`src/rtl/tlc_pkg.sv`:
```
package tlc_pkg;
  typedef enum logic {
    GREEN_NS = 1'b0,
    GREEN_EW = 1'b1
  } road_e;
endpackage

```
`src/rtl/tlc_prescaler.sv`:
```
module tlc_prescaler #(
  parameter int unsigned TICK_CYCLES = 16
) (
  input  logic clk_i,
  input  logic rst_ni,
  output logic tick_o
);
  localparam int unsigned CW = (TICK_CYCLES > 1) ? $clog2(TICK_CYCLES) : 1;
  localparam logic [CW-1:0] LAST = CW'(TICK_CYCLES - 1);

  logic [CW-1:0] cnt_q;

  initial begin
    if (TICK_CYCLES < 4) $error("TICK_CYCLES must be at least 4");
  end

  always_ff @(posedge clk_i or negedge rst_ni) begin
    if (!rst_ni)            cnt_q <= '0;
    else if (cnt_q == LAST) cnt_q <= '0;
    else                    cnt_q <= cnt_q + 1'b1;
  end

  assign tick_o = (cnt_q == LAST);

  a_r9_tick_single: assert property (@(posedge clk_i) disable iff (!rst_ni)
    tick_o |=> !tick_o);
  a_r9_count_range: assert property (@(posedge clk_i) disable iff (!rst_ni)
    cnt_q <= LAST);
  a_r9_wrap: assert property (@(posedge clk_i) disable iff (!rst_ni)
    tick_o |=> (cnt_q == '0));
endmodule

```
`src/rtl/tlc_sync.sv`:
```
module tlc_sync #(
  parameter int unsigned WIDTH  = 2,
  parameter int unsigned STAGES = 2
) (
  input  logic             clk_i,
  input  logic             rst_ni,
  input  logic [WIDTH-1:0] d_i,
  output logic [WIDTH-1:0] q_o
);
  logic [STAGES-1:0][WIDTH-1:0] stage_q;

  for (genvar s = 0; s < STAGES; s++) begin : g_stage
    if (s == 0) begin : g_first
      always_ff @(posedge clk_i or negedge rst_ni) begin
        if (!rst_ni) stage_q[0] <= '0;
        else         stage_q[0] <= d_i;
      end
    end else begin : g_next
      always_ff @(posedge clk_i or negedge rst_ni) begin
        if (!rst_ni) stage_q[s] <= '0;
        else         stage_q[s] <= stage_q[s-1];
      end
    end
  end

  assign q_o = stage_q[STAGES-1];
endmodule

```
`src/rtl/tlc_fsm.sv`:
```
module tlc_fsm
  import tlc_pkg::*;
(
  input  logic  clk_i,
  input  logic  rst_ni,
  input  logic  tick_i,
  input  logic  car_ns_i,
  input  logic  car_ew_i,
  output road_e green_o
);
  road_e state_q, state_d;

  always_comb begin
    state_d = state_q;
    case (state_q)
      GREEN_NS: if (car_ew_i) state_d = GREEN_EW;
      GREEN_EW: if (car_ns_i) state_d = GREEN_NS;
      default:  state_d = GREEN_NS;
    endcase
  end

  always_ff @(posedge clk_i or negedge rst_ni) begin
    if (!rst_ni)     state_q <= GREEN_NS;
    else if (tick_i) state_q <= state_d;
  end

  assign green_o = state_q;

  a_r3_hold_between_ticks: assert property (@(posedge clk_i) disable iff (!rst_ni)
    !tick_i |=> $stable(state_q));
  a_r4_ns_to_ew: assert property (@(posedge clk_i) disable iff (!rst_ni)
    (tick_i && state_q == GREEN_NS && car_ew_i) |=> state_q == GREEN_EW);
  a_r5_ns_stays: assert property (@(posedge clk_i) disable iff (!rst_ni)
    (tick_i && state_q == GREEN_NS && !car_ew_i) |=> state_q == GREEN_NS);
  a_r6_ew_to_ns: assert property (@(posedge clk_i) disable iff (!rst_ni)
    (tick_i && state_q == GREEN_EW && car_ns_i) |=> state_q == GREEN_NS);
  a_r7_ew_stays: assert property (@(posedge clk_i) disable iff (!rst_ni)
    (tick_i && state_q == GREEN_EW && !car_ns_i) |=> state_q == GREEN_EW);
endmodule

```
`src/rtl/tlc_junction.sv`:
```
module tlc_junction
  import tlc_pkg::*;
#(
  parameter int unsigned TICK_CYCLES = 16,
  parameter int unsigned SYNC_STAGES = 2
) (
  input  logic clk_i,
  input  logic rst_ni,
  input  logic car_ns_i,
  input  logic car_ew_i,
  output logic ns_green_o,
  output logic ns_red_o,
  output logic ew_green_o,
  output logic ew_red_o
);
  logic       tick;
  logic [1:0] car_s;
  road_e      green;

  tlc_prescaler #(.TICK_CYCLES(TICK_CYCLES)) u_presc (
    .clk_i (clk_i),
    .rst_ni(rst_ni),
    .tick_o(tick)
  );

  // bit 1: north-south detector, bit 0: east-west detector
  tlc_sync #(.WIDTH(2), .STAGES(SYNC_STAGES)) u_sync (
    .clk_i (clk_i),
    .rst_ni(rst_ni),
    .d_i   ({car_ns_i, car_ew_i}),
    .q_o   (car_s)
  );

  tlc_fsm u_fsm (
    .clk_i   (clk_i),
    .rst_ni  (rst_ni),
    .tick_i  (tick),
    .car_ns_i(car_s[1]),
    .car_ew_i(car_s[0]),
    .green_o (green)
  );

  assign ns_green_o = (green == GREEN_NS);
  assign ew_green_o = (green == GREEN_EW);
  assign ns_red_o   = ~ns_green_o;
  assign ew_red_o   = ~ew_green_o;

  a_r2_one_green: assert property (@(posedge clk_i) disable iff (!rst_ni)
    $countones({ns_green_o, ew_green_o}) == 1);
  a_r2_red_inverse: assert property (@(posedge clk_i) disable iff (!rst_ni)
    (ns_red_o != ns_green_o) && (ew_red_o != ew_green_o));
  a_r3_change_on_tick: assert property (@(posedge clk_i) disable iff (!rst_ni)
    !tick |=> $stable({ns_green_o, ew_green_o}));
endmodule

```
`config.mk`:
```
export PLATFORM = sky130hd
export DESIGN_NAME = tlc_junction
export DESIGN_NICKNAME = d
export VERILOG_FILES = /design/src/rtl/tlc_pkg.sv /design/src/rtl/tlc_prescaler.sv /design/src/rtl/tlc_sync.sv /design/src/rtl/tlc_fsm.sv /design/src/rtl/tlc_junction.sv
export SDC_FILE = /design/constraint.sdc
export NUM_CORES = 1
export LEC_CHECK = 0
export BUFFER_PORTS_ARGS = -buffer_cell sky130_fd_sc_hd__buf_2
export CAP_MARGIN = 40
export CORE_AREA = 2 2 39 41
export DETAILED_ROUTE_END_ITERATION = 8
export DIE_AREA = 0 0 41 43
export PLACE_DENSITY = 0.43
export SYNTH_ARGS = -nofsm -noshare
export SYNTH_HDL_FRONTEND = slang
export SYNTH_HIERARCHICAL = 1
export SYNTH_SLANG_ARGS = --single-unit
```
`constraint.sdc`:
```
create_clock -name clk_i -period 2.32 [get_ports clk_i]
set_input_delay 0.116 -clock clk_i [delete_from_list [all_inputs] [get_ports clk_i]]
set_output_delay 0.116 -clock clk_i [all_outputs]
set_load 0.05 [all_outputs]
```
==> flow_summary_export.csv <==
group,metric,value,unit
sta,max_clock_freq,843.6,MHz
power_and_ir_drop,vdd_drop_max,262.3,uV
sta,finalSetupTns,0,ns
worst_setup_path,crit_required,2.44,ns
global_routing,grt_use_total,7.645,%
global_routing,antenna_found_initial,0,
drt,vias,206,
sta,rsz0062_at_grt,"no",
clock_network,clk_pin_slew,0.06,ns
sta,fin_hold_ws,0.2377,ns
die,die_h,43,um
yosys,yosysTopAreaCellShare,66.42,%
layout,finalNonFillerCells,51,
worst_setup_path,critical_path_peak_fanout,4,
yosys,synth-seq-cells,9,
worst_setup_path,arrival,1.31,ns
worst_setup_path,reg2reg_setup_slack,1.13,ns
yosys,ys_seq_area_share,66.42,%
worst_setup_path,crit_path_end_kind,"register",
drt,dr.first_iter.drc_count,2,
yosys,syn_area_per_cell,13.56,sq um
drt,vias_per_cell,4.039,
drt,wl,497,um
layout,antenna_cells,0,
power_and_ir_drop,power_density,763.4,nW/um^2
placed_design,dp_hpwl,385.3,um
yosys,netlist_area,339.1,sq um
die,start_util,24.50,%
clock_network,root_buffer,"clkbuf_4",
global_routing,overflow,0,
layout,drive_gt1_share,34.29,%
clock_network,numCtsBuffers,3,
min_path,hp-class,"primary input to asynchronous set/reset pin",
sta,relSlewSlack,83.53,%
yosys,syn_inst,25,
run,maxCapViolCount,0,
clock_network,cts_max_level,1,
power_and_ir_drop,p_leak,0.2137,nW
worst_setup_path,criticalPathCategory,"register to register",
layout,layout_common_cells,"9 x dfrtp_1, 7 x buf_2, 3 x clkbuf_4, 3 x dlygate4sd3_1, 2 x inv_1",
sta,min_period,1.185,ns
sta,tightest_slew,0.2488,ns
worst_setup_path,reg2reg_from,"u_presc/cnt_q[0]",
clock_network,clk_path_buf_depth,2,
placed_design,place.gp.congestion,0.6093,
sta,hold_violations,0,
global_routing,grt_max_degree,10,
layout,syn_to_final_growth,23.99,%
placed_design,place_inst,44,
die,num_io_pins,8,
drt,ant_nets,0,
layout,final_core_util,30.38,%
sta,fin_crit_sh,51.09,%
drt,post_drt_wl_per_cell,9.745,um
yosys,yosys_warnings,6,
die,core,1384,sq um
sta,fin_worst_skew,0.0006249,ns
die,die_area,1763,sq um
global_routing,grt_pass1_wl,807,um
sta,maxSlewViolCount,0,
drt,drcViolationCount,0,
yosys,syn_nets,30,
sta,setup_viol_count_final,0,
clock_network,clk_latency,0.25,ns
worst_setup_path,crit_path_start_kind,"register",
layout,nNetsFinal,41,
worst_setup_path,r2r_end,"u_fsm/green_o",
yosys,synthDistinctLibCells,13,
status,status,"complete, no violations",
layout,layout_commonest_cell,"dfrtp_1",
die,std_cell_rows,14,
clock_network,cts_tree,"built",
die,die_w,41,um
placed_design,portBuffers,7,
worst_setup_path,worst-r2r-cell-count,4,
clock_network,cts_sinks,9,
drt,dr.pass1.iters,2,
yosys,synth_top_area_cell,"dfrtp_1",
global_routing,grt_pass1_vias,199,
yosys,synth.area.top_cells,"dfrtp_1 66%, buf_4 8.9%, ha_1 3.7%, a311o_1 3.0%, and4b_1 3.0%",
==> report_power, final <==
| group | switching (W) | total (W) | leakage (nW) | internal [W] |
|---|---|---|---|---|
| clock network | 0.0000471 | 0.000113 | 0.0150 | 0.0000658 |
| logic | 0.0000320 | 0.0000427 | 0.0889 | 0.0000107 |
| registers | 0.00000314 | 0.000165 | 0.110 | 0.000162 |
==> through the flow <==
| stage | cell area (sq um) | worst slack, ns | power, W |
|---|---|---|---|
| 3_5_place_dp | 364.1 | 1.173 | 0.0002071 |
| 3_3_place_gp | 364.1 | 1.183 | 0.0002067 |
| 5_1_grt | 420.4 | 1.095 | 0.0003404 |
| 4_1_cts | 420.4 | 1.144 | 0.0003290 |
| 6_report | 420.4 | 1.135 | 0.0003209 |
| 2_1_floorplan | 339.1 | 0.8894 | 0.0002016 |
==> routing by layer <==
| layer | GRT usage (%) | wire, um | up-vias | share of wire [%] |
|---|---|---|---|---|
| li1 | - | - | 99 | - |
| met1 | 7.432 | 191 | 100 | 38 |
| met2 | 11.88 | 270 | 7 | 54 |
| met3 | 4.712 | 35 | 0 | 7.0 |
| met4 | 4.000 | 0 | 0 | 0 |
| met5 | 0 | 0 | - | 0 |
==> synth_stat cells (all sizes together) <==
cell type  count
and4b          1
ha             1
a21oi          1
dfrtp          9
and2b          1
buf            4
a31oi          1
xor2           1
nor2           1
a311o          1
nand2          1
and3           1
inv            2
==> logic make-up after synthesis <==
logic type               share of synthesized area (%)
AO/OA/AOI/OAI                                    6.273
XOR/XNOR                                         2.583
adder cells (fa/ha/maj)                          3.689
buffers and inverters                            11.07
flip-flops                                       66.42
AND/OR/NAND/NOR                                  9.962
==> area by class of cell <==
cell class / count / area, sq um
Fill cell: 138 / 963.4
Sequential cell: 9 / 225.2
Multi-Input combinational cell: 10 / 76.32
Timing Repair Buffer: 10 / 65.06
Clock buffer: 4 / 26.28
Tap cell: 16 / 20.02
Inverter: 2 / 7.507
==> worst max path at each step <==
stage,start,cells past startpoint,to,slack [ns]
final,u_presc/cnt_q[0],4,u_fsm/green_o,1.13
after global placement,u_presc/cnt_q[0],4,u_fsm/green_o,1.18
after global routing,u_presc/cnt_q[0],4,u_fsm/green_o,1.09
after CTS,u_presc/cnt_q[0],4,u_fsm/green_o,1.14
after detailed placement,u_presc/cnt_q[0],4,u_fsm/green_o,1.17
after floorplan,u_fsm/green_o,2,ns_green_o,0.89
==> worst max-delay path, cell delays in order (launching register included) <==
cell and delay, ns:
dfrtp_1 0.40, ha_1 0.25, and3_2 0.21, a21oi_1 0.13, a31oi_1 0.06
==> sequential cells by signal (all words and copies together) (netlist names) <==
signal and cells:
u_fsm/green_o 1, u_sync/q_o 2, u_sync/stage_q 2, u_presc/cnt_q 4
==> repair_timing <==
item,in CTS,in global routing
buffers inserted,0,0
hold buffers,3,0
endpoints found under the hold margin,11,0
resized for setup,0,0
(Power assumes the default switching activity.)
